**config.mk**
```make
export PLATFORM = sky130hd
export DESIGN_NAME = pmc_bank
export DESIGN_NICKNAME = d
export VERILOG_FILES = /design/src/rtl/pmc_pkg.sv /design/src/rtl/pmc_fast_ctr.sv /design/src/rtl/pmc_rr_arb.sv /design/src/rtl/pmc_word_ram.sv /design/src/rtl/pmc_bank.sv
export SDC_FILE = /design/constraint.sdc
export NUM_CORES = 1
export LEC_CHECK = 0
export BUFFER_PORTS_ARGS = -buffer_cell sky130_fd_sc_hd__buf_2
export CAP_MARGIN = 20
export CORE_MARGIN = 2
export CORE_UTILIZATION = 35
export CTS_BUF_LIST = sky130_fd_sc_hd__clkbuf_8
export DETAILED_ROUTE_END_ITERATION = 16
export GPL_ROUTABILITY_DRIVEN = 1
export GPL_TIMING_DRIVEN = 1
export PLACE_DENSITY = 0.53
export SYNTH_ARGS = -nofsm -noshare
export SYNTH_HDL_FRONTEND = slang
export SYNTH_HIERARCHICAL = 1
export SYNTH_SLANG_ARGS = --single-unit
```
**constraint.sdc**
```tcl
create_clock -name clk -period 6.7 [get_ports clk]
set_input_delay 0.67 -clock clk [delete_from_list [all_inputs] [get_ports clk]]
set_output_delay 0.67 -clock clk [all_outputs]
set_load 0.01 [all_outputs]
```
**src/rtl/pmc_pkg.sv**
```systemverilog
// Package: shared types for the performance counter bank.
// Assumes: nothing beyond SystemVerilog 2017.
package pmc_pkg;

    // Fold state machine: idle, data returning from RAM, write-back pending.
    typedef enum logic [1:0] {
        FL_IDLE = 2'd0,
        FL_ADD  = 2'd1,
        FL_WB   = 2'd2
    } fl_state_e;

endpackage

```
**src/rtl/pmc_fast_ctr.sv**
```systemverilog
// Module: one per-counter fast register in flops.
// Counts event cycles, can be loaded with the low bits of a write, and
// drops its top bit when the fold engine commits. A load wins over an event.
// Assumes: clr_msb is only raised while the top bit is set.
module pmc_fast_ctr #(
    parameter int LOW_W = 7
) (
    input  logic             clk,
    input  logic             rst_n,
    input  logic             evt,
    input  logic             load,
    input  logic [LOW_W-2:0] load_val,
    input  logic             clr_msb,
    output logic [LOW_W-1:0] cnt,
    output logic             pend
);
    localparam logic [LOW_W:0] UNIT = (LOW_W+1)'(1) << (LOW_W-1);

    logic [LOW_W:0] sum;

    // Next count: increment by the event and take away one unit on a fold.
    always_comb begin
        sum = {1'b0, cnt} + (LOW_W+1)'(evt);
        if (clr_msb) begin
            sum = sum - UNIT;
        end
    end

    // Register update: write load has priority over counting.
    always_ff @(posedge clk) begin
        if (!rst_n) begin
            cnt <= '0;
        end else if (load) begin
            cnt <= {1'b0, load_val};
        end else begin
            cnt <= sum[LOW_W-1:0];
        end
    end

    assign pend = cnt[LOW_W-1];

endmodule

```
**src/rtl/pmc_rr_arb.sv**
```systemverilog
// Module: rotating-priority picker for pending folds.
// Searches from the entry after the last one granted. The pointer moves only
// when 'take' confirms the grant was used.
// Assumes: NUM >= 2.
module pmc_rr_arb #(
    parameter int NUM   = 4,
    parameter int IDX_W = 2
) (
    input  logic             clk,
    input  logic             rst_n,
    input  logic [NUM-1:0]   req,
    input  logic             take,
    output logic             any,
    output logic [IDX_W-1:0] gnt_idx,
    output logic [NUM-1:0]   gnt
);
    logic [IDX_W-1:0] last_q;

    // Find the first requester after the last grant, wrapping around.
    always_comb begin
        int cand;
        any     = 1'b0;
        gnt_idx = '0;
        for (int k = 1; k <= NUM; k++) begin
            cand = int'(last_q) + k;
            if (cand >= NUM) begin
                cand = cand - NUM;
            end
            if (!any && req[cand]) begin
                any     = 1'b1;
                gnt_idx = IDX_W'(cand);
            end
        end
        gnt = '0;
        if (any) begin
            gnt[gnt_idx] = 1'b1;
        end
    end

    // Remember the last index actually served.
    always_ff @(posedge clk) begin
        if (!rst_n) begin
            last_q <= IDX_W'(NUM - 1);
        end else if (take && any) begin
            last_q <= gnt_idx;
        end
    end

endmodule

```
**src/rtl/pmc_word_ram.sv**
```systemverilog
// Module: single-port word store for the upper counter bits.
// One access per cycle. Read data is registered and changes only on a read.
// Per-word written flags make never-written words read as zero after reset,
// so no clearing sweep is needed.
// Assumes: en/we/addr are stable around the clock edge.
module pmc_word_ram #(
    parameter int DEPTH  = 4,
    parameter int WIDTH  = 58,
    parameter int ADDR_W = 2
) (
    input  logic              clk,
    input  logic              rst_n,
    input  logic              en,
    input  logic              we,
    input  logic [ADDR_W-1:0] addr,
    input  logic [WIDTH-1:0]  wdata,
    output logic [WIDTH-1:0]  rdata
);
    logic [WIDTH-1:0] mem [DEPTH];
    logic [DEPTH-1:0] known_q;

    // Storage array: written on a write access, no reset.
    always_ff @(posedge clk) begin
        if (en && we) begin
            mem[addr] <= wdata;
        end
    end

    // Written flags and registered read output.
    always_ff @(posedge clk) begin
        if (!rst_n) begin
            known_q <= '0;
            rdata   <= '0;
        end else if (en) begin
            if (we) begin
                known_q[addr] <= 1'b1;
            end else begin
                rdata <= known_q[addr] ? mem[addr] : '0;
            end
        end
    end

endmodule

```
**src/rtl/pmc_bank.sv**
```systemverilog
// Module: top of the performance counter bank.
// Holds NUM_CTR counters of CTR_W bits. The low LOW_W bits of each sit in a
// fast flop counter and the rest in a shared single-port RAM. A fold engine
// adds one unit into RAM when a fast counter's top bit sets. RAM port
// priority: host write, then fold, then host read.
// Assumes: NUM_CTR >= 2, CTR_W > LOW_W, at most one read outstanding.
module pmc_bank #(
    parameter int NUM_CTR = 4,
    parameter int CTR_W   = 64,
    parameter int LOW_W   = 7,
    parameter int IDX_W   = $clog2(NUM_CTR)
) (
    input  logic               clk,
    input  logic               rst_n,
    input  logic [NUM_CTR-1:0] evt_in,
    input  logic               rd_en,
    input  logic [IDX_W-1:0]   rd_idx,
    output logic [CTR_W-1:0]   rd_data,
    output logic               rd_valid,
    input  logic               wr_en,
    input  logic [IDX_W-1:0]   wr_idx,
    input  logic [CTR_W-1:0]   wr_data
);
    import pmc_pkg::*;

    localparam int SH   = LOW_W - 1;
    localparam int HI_W = CTR_W - SH;

    logic [LOW_W-1:0]       fast_cnt [NUM_CTR];
    logic [NUM_CTR*LOW_W-1:0] fast_flat;
    logic [NUM_CTR-1:0]     pend_vec;
    logic [NUM_CTR-1:0]     gnt_vec;
    logic [NUM_CTR-1:0]     load_vec;
    logic [NUM_CTR-1:0]     clr_vec;
    logic                   any_pend;
    logic [IDX_W-1:0]       gnt_idx;

    fl_state_e              state_q;
    logic [IDX_W-1:0]       fl_idx_q;
    logic [HI_W-1:0]        fl_sum_q;
    logic                   rd_pend_q;
    logic [IDX_W-1:0]       rd_idx_q;
    logic                   rd_resp_q;
    logic [IDX_W-1:0]       rd_resp_idx_q;

    logic                   fl_issue;
    logic                   fl_commit;
    logic                   fl_busy;
    logic                   host_rd_issue;
    logic                   wr_hits_fold;
    logic                   ram_en;
    logic                   ram_we;
    logic [IDX_W-1:0]       ram_addr;
    logic [HI_W-1:0]        ram_wdata;
    logic [HI_W-1:0]        ram_rdata;

    // One fast counter per bank entry.
    for (genvar g = 0; g < NUM_CTR; g++) begin : g_fast
        assign load_vec[g] = wr_en && (wr_idx == IDX_W'(g));
        assign clr_vec[g]  = fl_commit && (fl_idx_q == IDX_W'(g));
        pmc_fast_ctr #(.LOW_W(LOW_W)) u_fast (
            .clk      (clk),
            .rst_n    (rst_n),
            .evt      (evt_in[g]),
            .load     (load_vec[g]),
            .load_val (wr_data[SH-1:0]),
            .clr_msb  (clr_vec[g]),
            .cnt      (fast_cnt[g]),
            .pend     (pend_vec[g])
        );
        assign fast_flat[g*LOW_W +: LOW_W] = fast_cnt[g];
    end

    pmc_rr_arb #(.NUM(NUM_CTR), .IDX_W(IDX_W)) u_arb (
        .clk     (clk),
        .rst_n   (rst_n),
        .req     (pend_vec),
        .take    (fl_issue),
        .any     (any_pend),
        .gnt_idx (gnt_idx),
        .gnt     (gnt_vec)
    );

    // RAM port arbitration: write, fold read/write-back, then host read.
    always_comb begin
        fl_busy       = (state_q != FL_IDLE);
        wr_hits_fold  = wr_en && fl_busy && (wr_idx == fl_idx_q);
        fl_issue      = (state_q == FL_IDLE) && !wr_en && any_pend;
        fl_commit     = (state_q == FL_WB) && !wr_en;
        host_rd_issue = rd_pend_q && !wr_en &&
                        (((state_q == FL_IDLE) && !any_pend) ||
                         ((state_q == FL_ADD) && (rd_idx_q != fl_idx_q)));
        ram_en        = wr_en || fl_issue || fl_commit || host_rd_issue;
        ram_we        = wr_en || fl_commit;
        if (wr_en) begin
            ram_addr  = wr_idx;
        end else if (fl_issue) begin
            ram_addr  = gnt_idx;
        end else if (fl_commit) begin
            ram_addr  = fl_idx_q;
        end else begin
            ram_addr  = rd_idx_q;
        end
        ram_wdata     = wr_en ? wr_data[CTR_W-1:SH] : fl_sum_q;
    end

    pmc_word_ram #(.DEPTH(NUM_CTR), .WIDTH(HI_W), .ADDR_W(IDX_W)) u_ram (
        .clk   (clk),
        .rst_n (rst_n),
        .en    (ram_en),
        .we    (ram_we),
        .addr  (ram_addr),
        .wdata (ram_wdata),
        .rdata (ram_rdata)
    );

    // Fold state machine: issue read, add one unit, write back or cancel.
    always_ff @(posedge clk) begin
        if (!rst_n) begin
            state_q  <= FL_IDLE;
            fl_idx_q <= '0;
            fl_sum_q <= '0;
        end else begin
            case (state_q)
                FL_IDLE: begin
                    if (fl_issue) begin
                        state_q  <= FL_ADD;
                        fl_idx_q <= gnt_idx;
                    end
                end
                FL_ADD: begin
                    fl_sum_q <= ram_rdata + HI_W'(1);
                    state_q  <= wr_hits_fold ? FL_IDLE : FL_WB;
                end
                FL_WB: begin
                    if (wr_hits_fold || !wr_en) begin
                        state_q <= FL_IDLE;
                    end
                end
                default: state_q <= FL_IDLE;
            endcase
        end
    end

    // Host read request capture; new requests ignored while one waits.
    always_ff @(posedge clk) begin
        if (!rst_n) begin
            rd_pend_q <= 1'b0;
            rd_idx_q  <= '0;
        end else if (host_rd_issue) begin
            rd_pend_q <= 1'b0;
        end else if (rd_en && !rd_pend_q) begin
            rd_pend_q <= 1'b1;
            rd_idx_q  <= rd_idx;
        end
    end

    // Host read response: merge RAM word and live fast counter.
    always_ff @(posedge clk) begin
        if (!rst_n) begin
            rd_resp_q     <= 1'b0;
            rd_resp_idx_q <= '0;
            rd_valid      <= 1'b0;
            rd_data       <= '0;
        end else begin
            rd_resp_q     <= host_rd_issue;
            rd_resp_idx_q <= rd_idx_q;
            rd_valid      <= rd_resp_q;
            if (rd_resp_q) begin
                rd_data <= {ram_rdata, {SH{1'b0}}} +
                           {{(CTR_W-LOW_W){1'b0}}, fast_cnt[rd_resp_idx_q]};
            end
        end
    end

endmodule

```
==> metrics.cfg <==
[status]
status=finished clean

[grt]
antenna_found_initial=4
grt_pass1_vias=13327
grt_max_degree=78
grt_pass1_wl_mm=84.0
grt_remaining_overflow=0
grt.total_usage_pct=18.9

[synthesis]
ys_warn_count=6
synth_area_per_cell_um2=12.6
synth_cells=1580
mappedNetlistArea_um2=19900
synth.net_count=1667

[critical_path]
crit_type=reg2reg
crit_top_cell=buf_4
critPathMaxFanout=33
end_kind=flip-flop
crit_chain=or4_4 -> o21bai_1 -> a221oi_1 -> o21ai_4 -> buf_4 -> and4_2 -> buf_4
cp-start-kind=flip-flop
worstPathRequired_ps=6960
slowest_stage=and4_2
critPathArrivalTime_ps=4590
cpPeakStageDelay_ps=900

[power_and_ir_drop]
powerDensity_nw_per_um2=258
combPwrFrac_pct=6.3
leakage_nw=7.80
p_int_mw=4.43
pwr-share-clk_pct=41.1
vdd_drop_max_uv=108
p_sw_share_pct=24.4
p_seq_share_pct=52.5
switching_power_mw=1.43

[floorplanning]
core_um2=56300
die_w_um=242
start_util_pct=35.3
die_h_um=242
io_pins=141
die-area_um2=58700
rows=87

[final_layout]
antenna_cells=0
multi_input_area_um2=7840
layout.cells.non_filler=2526
fillers=5339
area_delta_synth_final_pct=14.3
nNetsFinal=1790
drive_gt1_share_pct=24.6
ff_latch_area_um2=11500

[drt]
via_count=13533
postRouteAntennaNets=0
routed_wl_mm=55.8
dr.first_iter.drc_count=1111
wl_per_cell_um=22.1
first_pass_iters=5
viasPerCell=5.36
drc=0

[clock_tree]
post_cts_buffers=0
clock_path_buffers=3
cts_resized=0
clock-sinks=457
cts_buffers=80
clock_latency_ps=660
cts_hold_buf=0
cts.htree.levels=3
tritoncts=built
cts_root_buf=clkbuf_8
clkSlewWorstSetupHoldPaths_ps=50

[timing]
hold_viol=0
fin_crit_sh_pct=64.6
post-route-min-period_ps=4330
rsz0062_at_grt=false
clock_skew_ps=28.3
setup_violations=0
tightest_slew_ps=1060
finalMaxSlewViolations=0
finalSetupTns_ps=0
slew_headroom_pct=28.8
clock.fmax_ghz=0.231

[hold_path]
hold_class=in2reg

[flow_run]
cap_violations=0

[placed_design]
gp_congestion=0.913
dp_hpwl_mm=37.1
port_buffers=140
dp_cells=2377

[cell type report]
cell class	count	share of cell area [%]
clock buffers	87	5.27
clock inverters	62	1.34
flip-flops and latches	457	50.5
well taps	756	4.16
multi-input cells	987	34.5
inverters	15	0.248
repair buffers	162	3.96
[registers in the layout, indices dropped and copies added, names as in the netlist]
signal,cells
u_ram/mem,232
u_arb/last_q,2
state_q,2
rd_valid,1
fl_idx_q,2
rd_data,64
rd_resp_q,1
rd_resp_idx_q,2
rd_idx_q,2
g_fast.u_fast/cnt,28
fl_sum_q,58
u_ram/rdata,58
u_ram/known_q,4
rd_pend_q,1
[per-stage QoR]
stage	worst slack, ps	power (mW)	utilization, %	hold slack, ps	cell area, um2
CTS	2270	5.95	40.4	232	22700
global placement	2280	3.51	37.6	444	21200
floorplan	126	3.37	-	434	19900
finish	2370	5.86	40.4	279	22700
global route	2110	6.12	40.4	262	22700
detailed placement	2230	3.52	37.7	453	21200
[metal layers]
metal  routed length [um]  vias to the layer above  global-route usage [%]
met3                 3590                       75                    3.72
met2                25600                      439                    30.0
li1                     -                     6323                       -
met4                 1100                        2                    5.57
met1                25500                     6694                    26.1
met5                   13                        -                       0
[path summary, 6_finish.rpt]
| kind | start | cells past startpoint | slack, ps | end |
|---|---|---|---|---|
| worst min register to register | fl_sum_q[1]$_SDFFE_PN0P_ | 2 | 460 | fl_sum_q[1]$_SDFFE_PN0P_ |
| worst max-delay path | g_fast[3].u_fast/cnt[6]$_SDFF_PP0_ | 7 | 2370 | u_ram/mem[3][46]$_DFFE_PP_ |
| worst max register to register | g_fast[3].u_fast/cnt[6]$_SDFF_PP0_ | 7 | 2370 | u_ram/mem[3][46]$_DFFE_PP_ |
| worst min-delay path | rd_idx[0] | 3 | 280 | rd_idx_q[0]$_SDFFE_PN0P_ |
[power by group through the flow]
stage | Combinational [mW] | Sequential (mW) | Clock (mW)
after floorplan | 0.251 | 3.12 | 0
final | 0.372 | 3.08 | 2.41
after global placement | 0.372 | 3.14 | 0
after detailed placement | 0.378 | 3.14 | 0
after global routing | 0.406 | 3.09 | 2.63
after CTS | 0.380 | 3.08 | 2.49
[placed cells by master (no fill, tap or decap), types with 7 or more instances in the layout]
cell	n
edfxtp_1	232
dfxtp_1	224
buf_2	138
o21ai_0	114
clkbuf_8	87
nor2_1	72
a21oi_1	68
mux4_2	66
xor2_1	66
mux2_2	60
nand2_1	59
nand4_1	58
a22o_1	58
nand3_1	50
xnor2_1	40
a211oi_1	34
inv_1	33
nor3_1	25
nor4_1	24
buf_4	22
clkinv_1	21
a31oi_1	20
mux2i_1	19
nor2b_1	17
or3_1	16
clkinv_2	12
ha_1	11
and2_1	10
and4_1	8
and3_1	7
[worst max-delay path, delay by kind of cell, from the launching register on]
| family | cells | cell delay (ps) |
|---|---|---|
| flip-flops | 1 | 370 |
| AO/OA/AOI/OAI | 3 | 850 |
| buffers and inverters | 2 | 1150 |
| AND/OR/NAND/NOR | 2 | 1510 |
Power figures use the tool's default switching activity.
